$ cat config.mk
export PLATFORM = sky130hd
export DESIGN_NAME = sercv_addr_rx
export DESIGN_NICKNAME = d
export VERILOG_FILES = /design/src/rtl/sercv_pkg.sv /design/src/rtl/sercv_tick.sv /design/src/rtl/sercv_frame.sv /design/src/rtl/sercv_fifo.sv /design/src/rtl/sercv_addr_rx.sv
export SDC_FILE = /design/constraint.sdc
export NUM_CORES = 1
export LEC_CHECK = 0
export ABC_AREA = 1
export BUFFER_PORTS_ARGS = -buffer_cell sky130_fd_sc_hd__buf_2
export CAP_MARGIN = 5
export CORE_UTILIZATION = 55
export DETAILED_ROUTE_END_ITERATION = 10
export PLACE_DENSITY = 0.79
export SLEW_MARGIN = 20
export SYNTH_ARGS = -nofsm -noshare
export SYNTH_HDL_FRONTEND = slang
export SYNTH_SLANG_ARGS = --single-unit
$ cat constraint.sdc
create_clock -name clk -period 2.25 [get_ports clk]
set_clock_uncertainty 0.2 [all_clocks]
set_input_delay 0.225 -clock clk [delete_from_list [all_inputs] [get_ports clk]]
set_output_delay 0.225 -clock clk [all_outputs]
set_load 0.005 [all_outputs]
$ cat src/rtl/sercv_pkg.sv
package sercv_pkg;
   localparam int CHAR_W = 8;

   typedef struct packed {
      logic              ferr;
      logic              b9;
      logic [CHAR_W-1:0] data;
   } sercv_ent_t;

   typedef enum logic [1:0] {
      ST_IDLE  = 2'd0,
      ST_START = 2'd1,
      ST_DATA  = 2'd2,
      ST_STOP  = 2'd3
   } sercv_st_t;
endpackage

$ cat src/rtl/sercv_tick.sv
module sercv_tick #(
   parameter int TICK_DIV = 1
) (
   input  logic clk,
   input  logic rst_n,
   input  logic run,
   output logic tick
);
   localparam int CW = (TICK_DIV > 1) ? $clog2(TICK_DIV) : 1;
   localparam logic [CW-1:0] LAST = CW'(TICK_DIV - 1);

   generate
      if (TICK_DIV < 1) begin : g_bad
         $error("TICK_DIV must be at least 1");
      end
   endgenerate

   logic [CW-1:0] cnt;

   always_ff @(posedge clk or negedge rst_n) begin
      if (!rst_n)          cnt <= '0;
      else if (!run)       cnt <= '0;
      else if (cnt == LAST) cnt <= '0;
      else                 cnt <= cnt + 1'b1;
   end

   assign tick = run && (cnt == LAST);
endmodule

$ cat src/rtl/sercv_frame.sv
module sercv_frame
   import sercv_pkg::*;
#(
   parameter int OSR_FAST    = 16,
   parameter int OSR_SLOW    = 64,
   parameter int SYNC_STAGES = 2
) (
   input  logic       clk,
   input  logic       rst_n,
   input  logic       en,
   input  logic       rxd,
   input  logic       mode9,
   input  logic       fast_sel,
   input  logic       tick,
   output logic       done,
   output sercv_ent_t ent
);
   localparam int OSR_MAX = (OSR_SLOW > OSR_FAST) ? OSR_SLOW : OSR_FAST;
   localparam int CW      = $clog2(OSR_MAX);
   localparam logic [CW-1:0] FAST_LAST = CW'(OSR_FAST - 1);
   localparam logic [CW-1:0] SLOW_LAST = CW'(OSR_SLOW - 1);
   localparam logic [CW-1:0] FAST_HALF = CW'(OSR_FAST / 2 - 1);
   localparam logic [CW-1:0] SLOW_HALF = CW'(OSR_SLOW / 2 - 1);

   generate
      if (OSR_FAST < 4 || OSR_SLOW < 4) begin : g_bad_osr
         $error("oversampling ratios must be at least 4");
      end
      if (SYNC_STAGES < 2) begin : g_bad_sync
         $error("SYNC_STAGES must be at least 2");
      end
   endgenerate

   // input synchronizer chain, reset to line-idle level
   logic [SYNC_STAGES-1:0] sync_q;
   genvar gi;
   generate
      for (gi = 0; gi < SYNC_STAGES; gi++) begin : g_sync
         if (gi == 0) begin : g_first
            always_ff @(posedge clk or negedge rst_n) begin
               if (!rst_n) sync_q[0] <= 1'b1;
               else        sync_q[0] <= rxd;
            end
         end else begin : g_next
            always_ff @(posedge clk or negedge rst_n) begin
               if (!rst_n) sync_q[gi] <= 1'b1;
               else        sync_q[gi] <= sync_q[gi-1];
            end
         end
      end
   endgenerate

   logic rx_s;
   assign rx_s = sync_q[SYNC_STAGES-1];

   sercv_st_t     st;
   logic          rx_q;
   logic [CW-1:0] cnt;
   logic [3:0]    bidx;
   logic [8:0]    shreg;
   logic          ferr_q;
   logic [CW-1:0] bit_last;
   logic [CW-1:0] half_last;
   logic [3:0]    idx_last;

   assign bit_last  = fast_sel ? FAST_LAST : SLOW_LAST;
   assign half_last = fast_sel ? FAST_HALF : SLOW_HALF;
   assign idx_last  = mode9 ? 4'd8 : 4'd7;

   always_ff @(posedge clk or negedge rst_n) begin
      if (!rst_n) begin
         st     <= ST_IDLE;
         rx_q   <= 1'b1;
         cnt    <= '0;
         bidx   <= '0;
         shreg  <= '0;
         ferr_q <= 1'b0;
         done   <= 1'b0;
      end else begin
         done <= 1'b0;
         rx_q <= rx_s;
         if (!en) begin
            st  <= ST_IDLE;
            cnt <= '0;
         end else begin
            case (st)
               ST_IDLE: begin
                  if (!rx_s && rx_q) begin
                     st  <= ST_START;
                     cnt <= '0;
                  end
               end
               ST_START: begin
                  if (tick) begin
                     if (cnt == half_last) begin
                        cnt <= '0;
                        if (!rx_s) begin
                           st   <= ST_DATA;
                           bidx <= '0;
                        end else begin
                           st <= ST_IDLE;
                        end
                     end else begin
                        cnt <= cnt + 1'b1;
                     end
                  end
               end
               ST_DATA: begin
                  if (tick) begin
                     if (cnt == bit_last) begin
                        cnt         <= '0;
                        shreg[bidx] <= rx_s;
                        if (bidx == idx_last) st   <= ST_STOP;
                        else                  bidx <= bidx + 1'b1;
                     end else begin
                        cnt <= cnt + 1'b1;
                     end
                  end
               end
               ST_STOP: begin
                  if (tick) begin
                     if (cnt == bit_last) begin
                        cnt    <= '0;
                        ferr_q <= !rx_s;
                        done   <= 1'b1;
                        st     <= ST_IDLE;
                     end else begin
                        cnt <= cnt + 1'b1;
                     end
                  end
               end
               default: st <= ST_IDLE;
            endcase
         end
      end
   end

   assign ent.data = shreg[7:0];
   assign ent.b9   = mode9 & shreg[8];
   assign ent.ferr = ferr_q;
endmodule

$ cat src/rtl/sercv_fifo.sv
module sercv_fifo
   import sercv_pkg::*;
#(
   parameter int DEPTH = 2
) (
   input  logic       clk,
   input  logic       rst_n,
   input  logic       push,
   input  sercv_ent_t din,
   input  logic       pop,
   output sercv_ent_t dout,
   output logic       empty,
   output logic       full
);
   localparam int PW = (DEPTH > 1) ? $clog2(DEPTH) : 1;
   localparam int NW = $clog2(DEPTH + 1);
   localparam logic [NW-1:0] NFULL = NW'(DEPTH);

   generate
      if (DEPTH < 2 || (DEPTH & (DEPTH - 1)) != 0) begin : g_bad_depth
         $error("DEPTH must be a power of two of at least 2");
      end
   endgenerate

   sercv_ent_t    mem [DEPTH];
   logic [PW-1:0] wp;
   logic [PW-1:0] rp;
   logic [NW-1:0] used;
   logic          do_push;
   logic          do_pop;

   assign empty   = (used == '0);
   assign full    = (used == NFULL);
   assign do_push = push && !full;
   assign do_pop  = pop && !empty;

   always_ff @(posedge clk or negedge rst_n) begin
      if (!rst_n) begin
         wp   <= '0;
         rp   <= '0;
         used <= '0;
      end else begin
         if (do_push) wp <= wp + 1'b1;
         if (do_pop)  rp <= rp + 1'b1;
         case ({do_push, do_pop})
            2'b10:   used <= used + 1'b1;
            2'b01:   used <= used - 1'b1;
            default: used <= used;
         endcase
      end
   end

   always_ff @(posedge clk) begin
      if (do_push) mem[wp] <= din;
   end

   assign dout = mem[rp];
endmodule

$ cat src/rtl/sercv_addr_rx.sv
module sercv_addr_rx
   import sercv_pkg::*;
#(
   parameter int TICK_DIV    = 1,
   parameter int OSR_FAST    = 16,
   parameter int OSR_SLOW    = 64,
   parameter int SYNC_STAGES = 2,
   parameter int DEPTH       = 2
) (
   input  logic              clk,
   input  logic              rst_n,
   input  logic              rxd,
   input  logic              rx_en,
   input  logic              mode9,
   input  logic              addr_det,
   input  logic              fast_sel,
   input  logic              rd_stb,
   output logic [CHAR_W-1:0] rd_data,
   output logic              rd_bit9,
   output logic              rx_irq,
   output logic              frm_err,
   output logic              ovr_err
);
   logic       tick;
   logic       done;
   sercv_ent_t ent;
   sercv_ent_t head;
   logic       empty;
   logic       full;
   logic       keep;
   logic       push;

   sercv_tick #(.TICK_DIV(TICK_DIV)) u_tick (
      .clk  (clk),
      .rst_n(rst_n),
      .run  (rx_en),
      .tick (tick)
   );

   sercv_frame #(
      .OSR_FAST   (OSR_FAST),
      .OSR_SLOW   (OSR_SLOW),
      .SYNC_STAGES(SYNC_STAGES)
   ) u_frame (
      .clk     (clk),
      .rst_n   (rst_n),
      .en      (rx_en),
      .rxd     (rxd),
      .mode9   (mode9),
      .fast_sel(fast_sel),
      .tick    (tick),
      .done    (done),
      .ent     (ent)
   );

   // address filter: only active with nine-bit framing
   assign keep = !(mode9 && addr_det && !ent.b9);
   assign push = done && rx_en && !ovr_err && !full && keep;

   always_ff @(posedge clk or negedge rst_n) begin
      if (!rst_n)                          ovr_err <= 1'b0;
      else if (!rx_en)                     ovr_err <= 1'b0;
      else if (done && full && !ovr_err)   ovr_err <= 1'b1;
   end

   sercv_fifo #(.DEPTH(DEPTH)) u_fifo (
      .clk  (clk),
      .rst_n(rst_n),
      .push (push),
      .din  (ent),
      .pop  (rd_stb),
      .dout (head),
      .empty(empty),
      .full (full)
   );

   assign rx_irq  = !empty;
   assign rd_data = head.data;
   assign rd_bit9 = head.b9;
   assign frm_err = !empty && head.ferr;
endmodule

Word level (Yosys, flattened, before mapping)
Memory sizes are Yosys's and may differ from the RTL's.
Cells that the tools add are included.
{ "totals": {"n_memories": 1, "wordCells": 123, "output_inout_bits": 12, "mem_bits_rw": 20, "ff_bits": 32, "input_bits": 8} }
{ "classes": {"muxes": 42, "n_lt_le_gt_ge": 2, "n_bitwise": 2, "addsub": 7, "eq_ne": 25, "n_reduce_logical": 30} }
{ "mem_list": {"columns": ["name", "depth", "word_bits", "rd", "rd_ports_with_merged_regs", "write_ports", "line_no", "rtl"], "rows": [
  ["u_fifo.mem", 2, 10, 1, 0, 1, "sercv_fifo.sv:25", "sercv_ent_t mem [DEPTH];"]
]} }
{ "ops": {"columns": ["operator", "count"], "rows": [
  ["6-bit two-way mux", 7],
  ["4-bit two-way mux", 7],
  ["2-bit two-way mux", 10],
  ["3-bit by 2-bit != test with 1-bit output, second input constant", 6],
  ["6-bit case mux with 3 select lines", 1],
  ["8-bit AND reduction", 2],
  ["1-bit logical AND", 14],
  ["6-bit == test", 2],
  ["1-bit two-way mux", 11],
  ["9-bit bitwise mux", 1],
  ["3-bit != test, second input constant", 3],
  ["2-bit == test, second input constant", 4],
  ["2-bit != test, second input constant", 4],
  ["2-bit case mux with 4 select lines", 1],
  ["4-bit case mux with 2 select lines", 1],
  ["4-bit AND reduction", 2],
  ["6-bit by 1-bit adder with 6-bit output, second input constant", 1],
  ["1-bit zero test", 6],
  ["2-bit by 1-bit != test with 1-bit output, second input constant", 3],
  ["4-bit by 5-bit < comparator with 1-bit output, second input constant", 1],
  ["5-bit two-way mux", 1],
  ["4-bit by 1-bit adder with 4-bit output, second input constant", 1],
  ["1-bit demux with 4-bit select", 1],
  ["2-bit by 1-bit == test with 1-bit output, second input constant", 2],
  ["12 further kinds", 16]
]} }

Longest topological paths before layout
Gate-level depths: netlist of run 1.
{ "logic_depth": {"depth_word": 8, "ltp_mapped": 10, "ltp_nobuf": 10} }

Cells and area by module
From an unflattened synthesis of run 1, not the netlist that was laid out.
{ "hier_totals": {"hier_cells": 288, "hier_area_um2": 2513.7} }
{ "by_module_without_submodules": {"columns": ["module", "seq_area_each_um2", "cells_per_inst", "n_inst", "area_per_inst_um2"], "rows": [
  ["sercv_frame", 654.4, 188, 1, 1455.1],
  ["sercv_fifo", 700.7, 85, 1, 973.4],
  ["sercv_addr_rx", 25.0, 14, 1, 77.6],
  ["sercv_tick", 0.0, 1, 1, 7.5]
]} }

Least setup slack after synthesis of run 1
Ideal clock, no wire load.
{ "synth_timing": {"path_kind": "flip-flop to flip-flop", "start": "register ovr_err", "end": "memory u_fifo.mem[1][0] (netlist name), enable pin", "setup_ns": 0.376, "arrival_time_ns": 1.180, "n_path_buf": 0, "setup_slack_ns": 0.494, "stages_incl_launch_ff": 4, "synth_period_minus_slack_ns": 1.756, "t_required_ns": 1.674, "cell_sequence": "dfrtp_1 > nor2_1 > o2111ai_1 > nor2_1"} }
{ "synth_via": {"elab_chain_cells": 7} }
{ "synth_lines": {"columns": ["item", "line_no", "rtl"], "rows": [
  ["from (decl)", "sercv_addr_rx.sv:22", "output logic ovr_err"],
  ["from (signal assigned)", "sercv_addr_rx.sv:61", "if (!rst_n) ovr_err <= 1'b0;"],
  ["from (signal assigned)", "sercv_addr_rx.sv:62", "else if (!rx_en) ovr_err <= 1'b0;"],
  ["from (signal assigned)", "sercv_addr_rx.sv:63", "else if (done && full && !ovr_err) ovr_err <= 1'b1;"],
  ["1-bit zero test", "sercv_addr_rx.sv:58", "assign push = done && rx_en && !ovr_err && !full && keep;"],
  ["1-bit logical AND (3 in a row)", "sercv_addr_rx.sv:58", null],
  ["1-bit logical AND", "sercv_fifo.sv:34", "assign do_push = push && !full;"],
  ["1-bit two-way mux", "sercv_fifo.sv:54", "if (do_push) mem[wp] <= din;"],
  ["1-bit two-way mux (not written as such)", "sercv_fifo.sv:54", null],
  ["to (decl)", "sercv_fifo.sv:25", null]
]} }
Every way passes these cells.

Final worst setup path of run 1
{ "layout_timing": {"start": "register u_fifo.rp", "end": "output frm_err"} }
{ "layout_via": {"elab_chain_cells": 2} }
{ "layout_lines": {"columns": ["item", "line_no", "rtl"], "rows": [
  ["from (decl)", "sercv_fifo.sv:27", "logic [PW-1:0] rp;"],
  ["from (signal assigned)", "sercv_fifo.sv:44", "if (do_pop) rp <= rp + 1'b1;"],
  ["memory read 2 x 10 bit", null, null],
  ["1-bit logical AND", "sercv_addr_rx.sv:80", "assign frm_err = !empty && head.ferr;"],
  ["to (decl)", "sercv_addr_rx.sv:21", "output logic frm_err,"]
]} }
Every way passes these cells.

==> out/qor.yml, run 1 <==
gr-total-overflow: 0
slew_violations: 0
grt_max_degree: 32
final_antenna_net_count: 0
peakVddDrop_mv: 0.3845
routed_wirelength_um: 4242
path_cells: "inv_1 > nand2_1 > a21oi_1 > buf_2"
layout-drive-gt1-share_pct: 16.90
synth_area_leader_cell: "dfrtp_1"
cp_num_buf_inv: 2
cts_buffer_depth: 2
cp_top_family: "flip-flops"
wire_per_inst_um: 12.40
nFillCells: 372
yosysWarnings: 0
timing.final.crit_share_pct: 84.95
status: "completed"
dr_wl_met2_um: 2197
cts_tree: "done"
num_rows: 24
cts.htree.levels: 2
fin_crit_ns: 1.911
max_freq_mhz: 523.2
cp-end-kind: "output pin"
initial_utilization_pct: 57.12
ys_seq_area_share_pct: 55.88
relSlewSlack_pct: 54.89
leakage_uw: 0.001306
critPathArrivalTime_ns: 1.49
antenna_cells: 0
cts_sinks: 51
synth-seq-cells: 51
crit_type: "reg -> out"
area_growth_pct: 11.45
design_area_um2: 2753
cpMaxStageDelayCell: "dfrtp_1"
rsz0062_at_grt: "false"
syn-instance-count: 262
die_y_um: 69.01
io_buffer_count: 19
syn_area_per_cell_um2: 9.427
grt_pass1_wl_um: 7534
final-hold-violation-count: 0
post_cts_buffers: 0
grt_pass1_vias: 1686
hp-class: "in -> reg"
synth_top_area_share_pct: 28.37
antenna_found_initial: 0
rrSetupSlack_ns: 0.36
finalSetupTns_ns: 0
max_stage_delay_ns: 0.51
cts_root_buffer: "clkbuf_8"
drtIter0Drc: 132
syn_area_um2: 2470
drcViolationCount: 0
route.vias.total: 1777
layout.nets: 308
worst_slew_pin_slew_ns: 0.6766
synth_cell_type_count: 30
synthTopCellsByArea: "dfrtp_1 28%, edfxtp_1 24%, nand2_1 11%, ha_1 5.6%, nand3_1 5.1%"
dpl.cell_count: 332
drv_cap: 0
syn-num-nets: 281
firstDrtPassIters: 4
viasPerCell: 5.196
m1WireLength_um: 1858
finalPower_uw: 2161
whs_ns: 0.01214
groute.usage.overall_pct: 19.82
crit_path_start_kind: "flip-flop"
final_cells: 342
cts_buffers: 5
hpwl_um: 3135
die_w_um: 69.01
wl_met3_um: 133
clk_latency_ns: 0.30
worstPathMaxFanout: 11
highest_layer: "met4"
die-area_um2: 4762
io_pins: 20
worstPathRequired_ns: 1.82
setup_viol: 0
placed_area_um2: 2634
powerDensity_nw_per_um2: 785.0
coreArea_um2: 4324
clk_pin_slew_ns: 0.09
gp_congestion: 0.8642
-- layer usage --
metal | track usage (%) | vias up
met2 | 34.09 | 36
met4 | 7.483 | 0
met3 | 3.509 | 5
met1 | 24.93 | 826
met5 | 0 | -
li1 | - | 910
-- sequential cells by signal (all words and copies together) (netlist names) --
| name | cells |
|---|---|
| ovr_err | 1 |
| u_fifo.mem | 20 |
| u_fifo.rp | 1 |
| u_fifo.used | 2 |
| u_fifo.wp | 1 |
| u_frame.bidx | 4 |
| u_frame.cnt | 6 |
| u_frame.done | 1 |
| u_frame.ferr_q | 1 |
| u_frame.rx_q | 1 |
| u_frame.rx_s | 1 |
| u_frame.shreg | 9 |
| u_frame.st | 2 |
| u_frame.sync_q | 1 |
-- area by class of cell --
cell class | instances | area (um2) | area share [%]
repair buffers | 23 | 130.1 | 4.727
multi-input cells | 179 | 969.7 | 35.23
clock inverters | 2 | 16.27 | 0.5909
flip-flops and latches | 51 | 1380 | 50.14
clock buffers | 6 | 82.58 | 3.000
inverters | 29 | 108.9 | 3.955
well taps | 52 | 65.06 | 2.364
-- worst reg2reg max path, cell delays in order (launching register included) --
cell,delay [ns]
dfrtp_1,0.45
nor2_1,0.21
inv_1,0.08
nand2_1,0.10
inv_1,0.05
ha_1,0.31
a21oi_1,0.11
o21ai_0,0.11
xor2_1,0.15
-- path summary, 6_finish.rpt --
check | from | endpoint | depth (start not counted)
min in group asynchronous | rst_n | u_frame.cnt[5]$_DFFE_PN0P_ | 2
setup reg to reg | u_fifo.used[0]$_DFFE_PN0P_ | u_fifo.used[1]$_DFFE_PN0P_ | 8
hold reg to reg | u_frame.sync_q[0]$_DFF_PN1_ | u_frame.rx_s$_DFF_PN1_ | 0
hold / removal | rd_stb | u_fifo.rp$_DFFE_PN0P_ | 3
max in group asynchronous | rst_n | u_frame.shreg[3]$_DFFE_PN0P_ | 2
setup / recovery | u_fifo.rp$_DFFE_PN0P_ | frm_err | 4
-- layout by cell type (no fill, tap or decap), types with 11 or more instances in the layout --
cell type / Yosys / final
nor2_1: 17 / 17
edfxtp_1: 20 / 20
buf_2: 0 / 19
ha_1: 11 / 11
nand2_1: 75 / 75
nand3_1: 25 / 25
o21ai_1: 13 / 13
a21oi_1: 12 / 12
inv_1: 23 / 23
dfrtp_1: 28 / 28
-- metrics by stage --
step	setup WS, ns	util, %
after floorplan	0.4937	-
after global placement	0.4207	60.91
after detailed placement	0.3656	60.91
after CTS	0.2944	63.66
after global routing	0.1691	63.66
final	0.3386	63.66
-- cells by family after synthesis --
family	synth area share, %
and+or+nand+nor	24.62
DFF	55.88
buffers and inverters	4.863
AOI/OAI and AO/OA	6.940
adders and majority gates	5.572
xor gates and xnor gates	2.128
-- timing repair --
action | 4_1_cts | 5_1_grt
hold buffers | 2 | 0
gates resized for setup | 0 | 0
endpoints found under the hold margin | 29 | 0
-- cell usage after synthesis --
library cell / n
o21ai_1: 13
nor2_2: 1
edfxtp_1: 20
o21bai_1: 1
nor3_1: 1
nor2_1: 17
or2_1: 1
a21oi_2: 1
o21a_1: 1
dfrtp_1: 28
dfstp_2: 3
nand2_1: 75
inv_1: 23
clkinv_1: 1
o2111ai_1: 1
nand2_4: 3
clkbuf_1: 3
nand3b_1: 1
a21oi_1: 12
nand3_1: 25
a31o_2: 1
xnor2_1: 2
nor3b_1: 1
nor2_4: 4
and2_4: 1
ha_1: 11
o21ai_0: 1
nand3_4: 1
xor2_1: 4
inv_2: 5
-- report_power, final --
part | switching (uW) | internal, uW | leakage, uW
Sequential | 84.5 | 1020 | 0.000622
Clock | 288 | 251 | 0.0000474
Combinational | 327 | 190 | 0.000636
No activity file was read; power rests on OpenSTA's default activity.
==> run 2, diff against run 1 <==
Settings changed: CORE_UTILIZATION 55 to 53, PLACE_DENSITY 0.79 to 0.8.
Clock period 2.25 ns to 1.7 ns, I/O delays scaled along.
==> run 2 against run 1 <==
Compared with the run above: the run now ends with negative setup slack left; combinational power rose by 110%; sequential share of layout area fell by 5.8 points; clock power rose by 49%; final cell count rose by 6.7%; sequential power rose by 32%; non-clock buffer count rose by 22; cell area rose by 13%; flip-flop and latch count did not move; count of clock-buffer cells in the layout fell by 1; utilization rose by 7.0 points; critical path type is now reg -> reg.
==> out/qor.yml, run 2 (synthesis gave the netlist of run 1 again) <==
status: "complete, but fails checks"
violations: "negative setup slack"
fin_crit_ns: 1.746
rrSetupSlack_ns: -0.05
rsz0062_at_grt: "true"
hp-class: "in -> reg"
antenna_cells: 0
groute.usage.overall_pct: 20.57
critPathArrivalTime_ns: 1.75
antenna_found_initial: 0
initial_utilization_pct: 55.95
firstDrtPassIters: 6
viasPerCell: 5.296
timing.final.ws_setup_ns: -0.04615
placed_area_um2: 2740
grt_pass1_vias: 1836
grt_max_degree: 32
timing.final.crit_share_pct: 102.7
cts_buffers: 5
drcViolationCount: 0
cts_tree: "done"
cts.htree.levels: 2
layout_commonest_cell: "nand2_1"
crit_path_start_kind: "flip-flop"
reg2reg_depth: 10
worstPathRequired_ns: 1.70
final-hold-violation-count: 0
worst_slew_pin_slew_ns: 0.7009
layout.nets: 331
drv_cap: 0
relSlewSlack_pct: 53.27
gp_congestion: 0.9331
area_growth_pct: 26.24
die_y_um: 70.27
routed_wirelength_um: 5102
coreArea_um2: 4414
hpwl_um: 3385
top_regs: "u_fifo.mem x20, u_frame.shreg x9, u_frame.cnt x6"
clk_pin_slew_ns: 0.09
slew_violations: 0
clk_latency_ns: 0.30
max_freq_mhz: 572.7
endpoint: "u_frame.bidx[3]$_DFFE_PN0P_"
drtIter0Drc: 83
worstSetupStartpoint: "u_frame.cnt[1]$_DFFE_PN0P_"
largest_reg_flops: 20
io_buffer_count: 19
wire_per_inst_um: 13.98
nFillCells: 319
cp-end-kind: "flip-flop"
design_area_um2: 3118
top_register: "u_fifo.mem"
num_rows: 24
route.vias.total: 1933
cts_root_buffer: "clkbuf_8"
io_pins: 20
whs_ns: 0.01483
grt_pass1_wl_um: 7803
cts_buffer_depth: 2
die_w_um: 70.27
final_antenna_net_count: 0
peakVddDrop_mv: 0.5004
dpl.cell_count: 345
dp_slack_ns: -0.09050
powerDensity_nw_per_um2: 1072
worstPathMaxFanout: 5
reg2reg_from: "u_frame.cnt[1]$_DFFE_PN0P_"
r2r-end: "u_frame.bidx[3]$_DFFE_PN0P_"
crit_type: "reg -> reg"
cts_sinks: 51
die-area_um2: 4937
final_cells: 365
layout.cells.most_common_list: "65 x nand2_1, 27 x dfrtp_1, 20 x inv_1, 20 x nand3_1, 20 x edfxtp_1"
leakage_uw: 0.001446
gr-total-overflow: 0
setup_viol: 11
finalPower_uw: 3343
layout-drive-gt1-share_pct: 32.59
## run 2: worst min path at each step
stage	depth (start not counted)	startpoint	slack (ns)	endpoint
after floorplan	0	rst_n	-0.33	ovr_err$_DFFE_PN0P_
after global placement	1	rst_n	0.06	u_frame.bidx[0]$_DFFE_PN0P_
after detailed placement	1	rst_n	0.06	u_frame.st[1]$_DFFE_PN0P_
after CTS	4	rd_stb	0.01	u_fifo.rp$_DFFE_PN0P_
after global routing	4	rd_stb	0.02	u_fifo.rp$_DFFE_PN0P_
final	4	rd_stb	0.01	u_fifo.rp$_DFFE_PN0P_
## run 2: worst max-delay path, stage by stage, from the launching register on
cell and delay (ns):
dfrtp_1 0.41, ha_4 0.18, nand2_4 0.07, nor2_4 0.15, nand3_4 0.16, nor2_4 0.18, nand2_4 0.06, nand2_4 0.08
nand2_4 0.07, nand2_2 0.06, nand2_2 0.04
## run 2: power breakdown
| part | internal (uW) | total [uW] | leakage, uW | switching (uW) |
|---|---|---|---|---|
| Combinational | 488 | 1090 | 0.000770 | 600 |
| Sequential | 1350 | 1450 | 0.000620 | 98.9 |
| Clock | 431 | 805 | 0.0000556 | 374 |
## run 2: cell type report
type / instances / area (um2) / area share (%)
Clock buffer: 5 / 68.82 / 2.207
Clock inverter: 3 / 38.79 / 1.244
Inverter: 29 / 112.6 / 3.612
Multi-Input combinational cell: 180 / 1137 / 36.48
Sequential cell: 51 / 1381 / 44.30
Tap cell: 52 / 65.06 / 2.087
Timing Repair Buffer: 45 / 314.1 / 10.07
## run 2: per-stage QoR
stage,setup TNS (ns),utilization [%]
after CTS,0,65.70
final,-0.3064,70.63
after detailed placement,-0.4256,62.07
after global placement,-0.007769,62.07
after global routing,-1.121,70.63
after floorplan,-0.8734,-
## run 2: metal layers
metal	routed length, um	GRT usage (%)	share of wire (%)	vias to the layer above
li1	-	-	-	954
met1	2045	21.53	40	935
met2	2794	38.62	55	32
met3	146	5.051	2.9	12
met4	115	8.444	2.3	0
met5	0	0	0	-
## run 2: timing repair
action | in CTS | in global routing
buffers inserted | 1 | 6
cloned | 1 | 2
hold buffers | 2 | 0
resized for setup | 9 | 39
pin swaps | 3 | 14
setup endpoints to repair | 16 | 42
endpoints found under the hold margin | 29 | 0
==> run 3, diff against run 2 <==
Settings changed: SYNTH_HIERARCHICAL from default to 1.
==> run 3 against run 2 <==
Compared with the run above: the run still ends with negative setup slack left; die area increased by 1.7%; area after synthesis grew 1.8%; power increased by 5.3%; flip-flop and latch count did not move; highest routed layer unchanged.
==> out/qor.yml, run 3 <==
layout.cells.most_common_list: "79 x nand2_1, 27 x dfrtp_1, 25 x inv_1, 22 x nor2_1, 20 x edfxtp_1"
hpwl_um: 3143
final_cells: 378
largest_reg_flops: 20
cts_root_buffer: "clkbuf_8"
wire_per_inst_um: 12.38
groute.usage.overall_pct: 19.85
area_growth_pct: 21.15
initial_utilization_pct: 56.56
grt_pass1_wl_um: 7624
coreArea_um2: 4444
drv_cap: 0
fin_crit_ns: 1.770
path_cells: "ha_2 > nand3_2 > nor2_4 > nand2_4 > nor3_4 > nand3_2 > nand2_2 > o21ai_1"
crit_type: "reg -> reg"
r2r-end: "u_frame/shreg[5]$_DFFE_PN0P_"
worst_slew_pin_slew_ns: 0.6870
synth_edf_count: 20
syn-num-nets: 302
status: "complete, but fails checks"
relSlewSlack_pct: 54.20
synth_top_area_share_pct: 27.87
critPathArrivalTime_ns: 1.76
setup_viol: 4
drcViolationCount: 0
yosysWarnings: 6
worstPathRequired_ns: 1.69
peakVddDrop_mv: 0.6576
routed_wirelength_um: 4680
viasPerCell: 5.143
finalSetupTns_ns: -0.1232
die_w_um: 70.87
synth.most_common_cell: "nand2_1"
cts.htree.levels: 2
die-area_um2: 5022
syn_area_per_cell_um2: 8.728
dpl.cell_count: 364
cts_sinks: 51
antenna_found_initial: 0
top_register: "u_fifo/mem"
clk_pin_slew_ns: 0.10
slew_violations: 0
powerDensity_nw_per_um2: 1156
layout-drive-gt1-share_pct: 30.37
violations: "negative setup slack"
gr-total-overflow: 0
finalPower_uw: 3521
cts_buffer_depth: 2
rsz0062_at_grt: "true"
timing.final.ws_setup_ns: -0.06977
synth_cell_type_count: 26
clk_latency_ns: 0.31
drtIter0Drc: 120
worstPathMaxFanout: 6
reg2reg_from: "u_frame/cnt[1]$_DFFE_PN0P_"
async_flop_share_pct: 60.78
final-hold-violation-count: 0
synth_area_leader_cell: "dfrtp_1"
reg2reg_depth: 8
syn-instance-count: 288
timing.final.crit_share_pct: 104.1
top_regs: "u_fifo/mem x20, u_frame/shreg x9, u_frame/cnt x6"
cts_tree: "done"
firstDrtPassIters: 6
crit_path_start_kind: "flip-flop"
synthTopCellsByArea: "dfrtp_1 28%, edfxtp_1 24%, nand2_1 13%, nand3_1 5.6%, inv_1 4.2%"
leakage_uw: 0.001414
nFillCells: 327
worstSetupStartpoint: "u_frame/cnt[1]$_DFFE_PN0P_"
endpoint: "u_frame/shreg[5]$_DFFE_PN0P_"
rrSetupSlack_ns: -0.07
layout_commonest_cell: "nand2_1"
gp_congestion: 0.8211
synth-seq-cells: 51
max_stage_delay_ns: 0.37
cpMostUsedCell: "nand3_2"
max_freq_mhz: 565.0
route.vias.total: 1944
grt_pass1_vias: 1816
grt_max_degree: 32
num_rows: 24
die_y_um: 70.87
antenna_cells: 0
whs_ns: 0.02104
io_pins: 20
layout.nets: 339
final_antenna_net_count: 0
cp-end-kind: "flip-flop"
cts_buffers: 5
io_buffer_count: 19
ys_seq_area_share_pct: 54.90
cpMaxStageDelayCell: "dfrtp_1"
hp-class: "in -> reg"
syn_area_um2: 2514
ys.flop_type: "dfrtp_1"
synth_commonest_cells: "86 x nand2_1, 28 x dfrtp_1, 28 x inv_1, 28 x nand3_1, 26 x nor2_1"
run 3: cells by family (layout without fill, tap and decap cells):
family,Yosys count,after routing,synth area share [%]
simple gates,153,154,26.13
flops,51,51,54.90
buf+inv,48,85,9.059
compound gates,25,25,5.177
fa+ha+maj,6,6,2.986
xor+xnor,5,5,1.742
run 3: layout make-up:
| type | instances | area [um2] | share of cell area, % |
|---|---|---|---|
| inverters | 34 | 130.1 | 4.273 |
| flip-flops and latches | 51 | 1381 | 45.36 |
| repair buffers | 43 | 311.5 | 10.23 |
| multi-input cells | 190 | 1060 | 34.80 |
| well taps | 52 | 65.06 | 2.136 |
| clock buffers | 5 | 68.82 | 2.260 |
| clock inverters | 3 | 28.78 | 0.9449 |
run 3: repair_timing:
action / in CTS / in global routing
pin swaps: 7 / 17
hold buffers: 3 / 0
setup endpoints to repair: 18 / 23
buffers inserted: 2 / 0
endpoints found under the hold margin: 30 / 0
cloned: 1 / 0
gates resized for setup: 13 / 26
run 3: how the worst min path moves through the flow:
stage | from | endpoint | slack (ns) | depth (start not counted)
floorplan | rst_n | ovr_err$_DFFE_PN0P_ | -0.33 | 0
global placement | rst_n | u_frame/bidx[2]$_DFFE_PN0P_ | 0.05 | 1
detailed placement | rst_n | u_frame/bidx[2]$_DFFE_PN0P_ | 0.06 | 1
CTS | rx_en | u_frame/st[1]$_DFFE_PN0P_ | 0.02 | 4
global route | rx_en | u_frame/st[0]$_DFFE_PN0P_ | 0.05 | 4
finish | rx_en | u_frame/st[0]$_DFFE_PN0P_ | 0.02 | 4
run 3: critical path: cells and delay by family, from the launching register on:
kind / cells / cell delay [ns]
flops: 1 / 0.37
simple gates: 6 / 0.79
fa+ha+maj: 1 / 0.20
compound gates: 1 / 0.09
run 3: per-layer routing:
layer	global-route usage [%]	up-vias	wire, um
met2	34.94	50	2333
met3	4.701	13	191
met4	7.778	0	120
met5	0	-	0
met1	23.59	884	2034
li1	-	997	-
run 3: stage by stage:
stage	area, um2	util, %	setup slack [ns]
final	3045	68.52	-0.06977
after floorplan	2519	-	0.02199
after global placement	2746	61.80	-0.04239
after global routing	3045	68.52	-0.1502
after detailed placement	2746	61.80	-0.1493
after CTS	2953	66.44	-0.09101
run 3: report_power, final:
part	total [uW]	switching [uW]	internal [uW]
logic	1330	791	537
registers	1470	111	1360
clock network	723	418	305
